**src/rtl/intprio_pkg.sv**
```systemverilog
package intprio_pkg;

    localparam int NUM_NMI = 6;
    localparam int ID_W    = 6;

    typedef enum logic [2:0] {
        NMI_POR    = 3'd0,
        NMI_CLKMON = 3'd1,
        NMI_WDOG   = 3'd2,
        NMI_XPIN   = 3'd3,
        NMI_TRAP   = 3'd4,
        NMI_SWI    = 3'd5
    } nmi_e;

    typedef struct packed {
        logic            req;
        logic [7:0]      vec;
        logic [ID_W-1:0] id;
    } grant_t;

    function automatic logic [7:0] nmi_vec(input int unsigned idx);
        case (idx)
            0:       return 8'hFE;
            1:       return 8'hFC;
            2:       return 8'hFA;
            3:       return 8'hF4;
            4:       return 8'hF8;
            default: return 8'hF6;
        endcase
    endfunction

    function automatic logic [7:0] mask_vec(input int unsigned k, input logic [7:0] top);
        return top - 8'(2 * k);
    endfunction

endpackage

```
**src/rtl/irq_pin_detect.sv**
```systemverilog
module irq_pin_detect (
    input  logic clk,
    input  logic rst,
    input  logic irq_n,
    input  logic edge_mode,
    input  logic clear,
    output logic pending
);
    logic prev_q;
    logic held_q;
    logic fall;
    logic held_next;

    assign fall      = prev_q & ~irq_n;
    assign held_next = (held_q | fall) & ~clear;
    assign pending   = edge_mode ? held_next : ~irq_n;

    always_ff @(posedge clk) begin
        if (rst) begin
            prev_q <= 1'b1;
            held_q <= 1'b0;
        end else begin
            prev_q <= irq_n;
            held_q <= edge_mode ? held_next : 1'b0;
        end
    end
endmodule

```
**src/rtl/prio_cfg_regs.sv**
```systemverilog
module prio_cfg_regs #(
    parameter logic [7:0] ELEV_RST = 8'hDE
) (
    input  logic       clk,
    input  logic       rst,
    input  logic       wr_en,
    input  logic       wr_sel,
    input  logic [7:0] wr_data,
    input  logic       i_bit,
    output logic [7:0] elev_q,
    output logic       edge_mode_q
);
    always_ff @(posedge clk) begin
        if (rst) begin
            elev_q      <= ELEV_RST;
            edge_mode_q <= 1'b0;
        end else if (wr_en) begin
            if (wr_sel)
                edge_mode_q <= wr_data[0];
            else if (i_bit)
                elev_q <= {wr_data[7:1], 1'b0};
        end
    end
endmodule

```
**src/rtl/prio_arbiter.sv**
```systemverilog
module prio_arbiter
    import intprio_pkg::*;
#(
    parameter int         NMASK   = 16,
    parameter logic [7:0] VEC_TOP = 8'hF2
) (
    input  logic [NUM_NMI-1:0] nmi_req,
    input  logic [NMASK-1:0]   mreq,
    input  logic [7:0]         elev,
    output grant_t             grant
);
    logic [NMASK-1:0] hit;

    for (genvar k = 0; k < NMASK; k++) begin : g_hit
        assign hit[k] = (elev == mask_vec(k, VEC_TOP));
    end

    logic            m_found;
    logic [ID_W-1:0] m_win;
    logic [ID_W-1:0] e_idx;
    logic            e_valid;

    always_comb begin
        m_found = 1'b0;
        m_win   = '0;
        e_idx   = '0;
        e_valid = 1'b0;
        for (int k = NMASK - 1; k >= 0; k--) begin
            if (mreq[k]) begin
                m_found = 1'b1;
                m_win   = ID_W'(k);
            end
            if (hit[k] && mreq[k]) begin
                e_valid = 1'b1;
                e_idx   = ID_W'(k);
            end
        end
        if (e_valid)
            m_win = e_idx;
    end

    always_comb begin
        grant = '0;
        if (|nmi_req[3:0]) begin
            for (int i = 3; i >= 0; i--) begin
                if (nmi_req[i]) begin
                    grant.req = 1'b1;
                    grant.id  = ID_W'(i);
                    grant.vec = nmi_vec(i);
                end
            end
        end else if (m_found) begin
            grant.req = 1'b1;
            grant.id  = ID_W'(NUM_NMI) + m_win;
            grant.vec = VEC_TOP - {m_win[6:0], 1'b0};
        end else if (nmi_req[NMI_TRAP]) begin
            grant.req = 1'b1;
            grant.id  = ID_W'(NMI_TRAP);
            grant.vec = nmi_vec(NMI_TRAP);
        end else if (nmi_req[NMI_SWI]) begin
            grant.req = 1'b1;
            grant.id  = ID_W'(NMI_SWI);
            grant.vec = nmi_vec(NMI_SWI);
        end
    end
endmodule

```
**src/rtl/intprio_ctrl.sv**
```systemverilog
module intprio_ctrl
    import intprio_pkg::*;
#(
    parameter int         NMASK   = 16,
    parameter logic [7:0] VEC_TOP = 8'hF2
) (
    input  logic             clk,
    input  logic             rst,
    input  logic             por_req,
    input  logic             clkmon_req,
    input  logic             wdog_req,
    input  logic             xirq_n,
    input  logic             trap_req,
    input  logic             swi_req,
    input  logic             irq_n,
    input  logic [NMASK-2:0] periph_flag,
    input  logic [NMASK-2:0] periph_en,
    input  logic             i_bit,
    input  logic             x_bit,
    input  logic             wr_en,
    input  logic             wr_sel,
    input  logic [7:0]       wr_data,
    input  logic             ack,
    output logic             int_req,
    output logic [7:0]       vec_lo,
    output logic [ID_W-1:0]  src_id
);
    localparam logic [ID_W-1:0] IRQ_ID = ID_W'(NUM_NMI);

    logic [7:0]         elev_q;
    logic               edge_mode_q;
    logic               irq_pend;
    logic               irq_clear;
    logic [NMASK-1:0]   mreq;
    logic [NUM_NMI-1:0] nmi_req;
    grant_t             grant_next;
    grant_t             grant_q;

    prio_cfg_regs u_cfg (
        .clk         (clk),
        .rst         (rst),
        .wr_en       (wr_en),
        .wr_sel      (wr_sel),
        .wr_data     (wr_data),
        .i_bit       (i_bit),
        .elev_q      (elev_q),
        .edge_mode_q (edge_mode_q)
    );

    assign irq_clear = ack & grant_q.req & (grant_q.id == IRQ_ID);

    irq_pin_detect u_pin (
        .clk       (clk),
        .rst       (rst),
        .irq_n     (irq_n),
        .edge_mode (edge_mode_q),
        .clear     (irq_clear),
        .pending   (irq_pend)
    );

    assign mreq    = {periph_flag & periph_en, irq_pend} & {NMASK{~i_bit}};
    assign nmi_req = {swi_req, trap_req, ~xirq_n & ~x_bit, wdog_req, clkmon_req, por_req};

    prio_arbiter #(.NMASK(NMASK), .VEC_TOP(VEC_TOP)) u_arb (
        .nmi_req (nmi_req),
        .mreq    (mreq),
        .elev    (elev_q),
        .grant   (grant_next)
    );

    always_ff @(posedge clk) begin
        if (rst)
            grant_q <= '0;
        else if (!grant_q.req || ack)
            grant_q <= grant_next;
    end

    assign int_req = grant_q.req;
    assign vec_lo  = grant_q.vec;
    assign src_id  = grant_q.id;
endmodule

```
**config.mk**
```make
export PLATFORM = sky130hd
export DESIGN_NAME = intprio_ctrl
export DESIGN_NICKNAME = d
export VERILOG_FILES = /design/src/rtl/intprio_pkg.sv /design/src/rtl/irq_pin_detect.sv /design/src/rtl/prio_cfg_regs.sv /design/src/rtl/prio_arbiter.sv /design/src/rtl/intprio_ctrl.sv
export SDC_FILE = /design/constraint.sdc
export NUM_CORES = 1
export LEC_CHECK = 0
export CORE_MARGIN = 1.5
export CORE_UTILIZATION = 39
export DETAILED_ROUTE_END_ITERATION = 8
export PLACE_DENSITY = 0.83
export RECOVER_POWER = 50
export SLEW_MARGIN = 20
export SYNTH_ARGS = -nofsm -noshare
export SYNTH_HDL_FRONTEND = slang
export SYNTH_SLANG_ARGS = --single-unit
export TNS_END_PERCENT = 30
```
**constraint.sdc**
```tcl
create_clock -name clk -period 2.3 [get_ports clk]
set_input_delay 0.575 -clock clk [delete_from_list [all_inputs] [get_ports clk]]
set_output_delay 0.575 -clock clk [all_outputs]
set_load 0.01 [all_outputs]
```
==> run metrics <==
Slew headroom=0.647; final WL=between 6000 and 7000 um; Cell Area, Synth=between 1500 and 2000 um^2; Synth Register Bits=20; Synth Warn #=0; initial antenna violation count=0; Clk Latency, worst-skew pair=between 200 and 300 ps; vias per cell=6.07; Final Hold Violating Endpoints=0; post-synthesis cell count=210; Worst-path clk slew=~80 ps; Worst setup EP type=register; Initial DRT Pass Iterations=4; max-cap violation count=0; core area=4030 um^2; Setup Skew=approximately 11 ps; fmax=404 MHz; Detail Route Antenna Nets=0; dominant cell type by area after synthesis=dfxtp_1; CP bufs+invs=2; clk sinks=20; crit path launch type=input port; cell count after placement=356; Antenna diodes=0; Area contributors post-synth=dfxtp_1 (24%), nand2_1 (7.3%), a22oi_1 (5.0%), nor2_1 (4.4%), nand3_1 (3.7%); Reg2Reg Depth=9; area share of the leading cell type in the synthesized netlist=0.244; TritonCTS clock tree=built; gr ovfl total=0; setup_tns=-316 ps; number of global-route vias before repair=between 1,500 and 2,000; Worst Path Arrival=between 2000 and 3000 ps; EDFF count, synth=0; sw frac=0.292; total track usage=0.234; Slew Limit Fails=0; Avg Inst Size Synth=7.80 um^2; DR WL/cell=17.5 um; Clock power frac=0.304; CTS root buf=clkbuf_8; Leakage=~1.3 nW; pin count of the biggest net entering global routing=17; cts bufs inserted=3; most frequent cells in the layout=buf_4 (48), nand2_1 (30), clkdlybuf4s50_1 (30); Worst Path Max Fanout=2; critical path's largest stage delay=340 ps; Synth cell types=63; detailed-route via count=roughly 2,200; I/O pins=67; P_sw=approximately 340 uW; Async S/R FF share, synth=0; Critical Path Stages=9; Finished Layout Cells=about 370; failing checks=setup timing; Comb power frac=0.367; die area=~4600 um^2; die height=just under 70 um; H-tree Lvls=1; commonest non-fill, non-tap cell in the layout=buf_4; cts hold-fix bufs=0; Detailed Place HPWL=between 4000 and 5000 um; part of the power in registers=0.330; Final WS setup=-173 ps; first-pass GRT wire length=~8300 um; Horiz. Die Dim=roughly 68 um; # port buffers=64; final setup fails=4; CP Class=input port to register; Worst-Margin Slew=roughly 530 ps; # DRC=0; post-synthesis sequential area ratio=0.244; Final #Nets=370; crit path max-delay cell type=o311ai_4; layout cells sized above 1=0.271; status=complete, but fails checks; initial core utilization=0.407; 1st-iter DRT viols=between 200 and 300; Layout area overhead=76.5%; FP Rows=23; post-route clock period utilization=1.08; HP Class=register to register; buffers from clock root to sink, at most=2; CP Data Required Time=about 2500 ps; CP cell instances=dlygate4sd2_1 -> a22o_1 -> buf_4 -> o21ai_1 -> a21boi_0 -> o21a_1 -> o311ai_4 -> nand4_1 -> a21oi_1; Tmin final=2470 ps; Main synth FF type=dfxtp_1; routability cong.=0.979; filler cell count in the final layout=between 200 and 300; Min-Delay Path Depth=2; VDD IR max=between 0.0003 and 0.0004 V; Int Pwr=831 uW; power per cell area=a little over 400 nW/um^2; cell family with most CP delay=compound AO/OA/AOI/OAI gates
layout make-up:
cell class                 instances  area (um^2)  share of cell area
clock buffer                       3         41.3              0.0143
timing repair buffer             114         1050               0.365
multi-input combinational        176         1290               0.446
clock inverter                     1         30.0              0.0104
inverter                           3         11.3             0.00390
tap                               50         62.6              0.0216
sequential                        20          402               0.139
Yosys cell counts (all sizes together), types with 3 or more instances:
| library cell | count |
|---|---|
| a22o | 3 |
| nand3 | 12 |
| nand2b | 5 |
| and2 | 3 |
| nand3b | 8 |
| dfxtp | 20 |
| a21oi | 6 |
| o21ai | 10 |
| nand4b | 4 |
| o311ai | 3 |
| a311oi | 3 |
| buf | 8 |
| o21bai | 3 |
| or3 | 4 |
| o21a | 3 |
| nand2 | 32 |
| clkbuf | 4 |
| nor2 | 19 |
| nor3 | 6 |
| a211oi | 3 |
| inv | 3 |
| a22oi | 11 |
per-stage QoR:
stage | util | worst slack (ps) | cell area [um^2] | total power, mW | hold slack, ps
after floorplan | - | 90.8 | 1640 | 0.560 | 458
final | 0.717 | -173 | 2890 | 1.17 | 482
after global placement | 0.644 | -428 | 2590 | 0.764 | 456
after detailed placement | 0.644 | -535 | 2590 | 0.772 | 469
after CTS | 0.672 | -49.8 | 2710 | 1.12 | 483
after global routing | 0.717 | -220 | 2890 | 1.21 | 512
repair_timing:
item,in CTS,in global routing
resized for setup,20,40
setup endpoints to repair,7,10
pin swaps,13,19
endpoints found under the hold margin,0,0
buffers inserted,1,6
routing by layer:
layer	vias up	track usage	part of all wire
met4	0	0.0800	0.052
met1	1043	0.293	0.39
li1	1008	-	-
met2	137	0.408	0.48
met5	-	0	0
met3	40	0.0350	0.077
logic make-up (layout without fill, tap and decap cells):
family,count (synthesis),after routing,synth area share
compound gates,63,63,0.315
xor+xnor,2,2,0.0107
buf+inv,15,121,0.0519
flops,20,20,0.244
mux,1,1,0.0137
other cells,1,2,0.00229
simple gates,108,108,0.362
registers in the layout, summed over array words and instances (netlist names):
name / count
u_cfg.elev_q: 7
src_id: 5
vec_lo: 4
int_req: 1
u_cfg.edge_mode_q: 1
u_pin.held_q: 1
u_pin.prev_q: 1
power by group through the flow:
stage               sequential (mW)  combinational [mW]  clock [mW]
floorplan                     0.388               0.172           0
global placement              0.390               0.374           0
detailed placement            0.392               0.381           0
CTS                           0.385               0.387       0.351
global route                  0.389               0.457       0.367
finish                        0.387               0.430       0.356
tightest hold or removal path, delay by kind of cell, from the launching register on:
kind            cells  cell delay [ps]
compound gates      1               50
flops               1              340
simple gates        1               60
path summary, 6_finish.rpt:
check                   from         to  slack [ps]
max reg2reg  u_cfg.elev_q[3]  src_id[4]           0
min reg2reg        src_id[2]  src_id[2]         480
min                src_id[2]  src_id[2]         480
max          periph_flag[12]  src_id[4]        -170
Power figures use the tool's default switching activity.
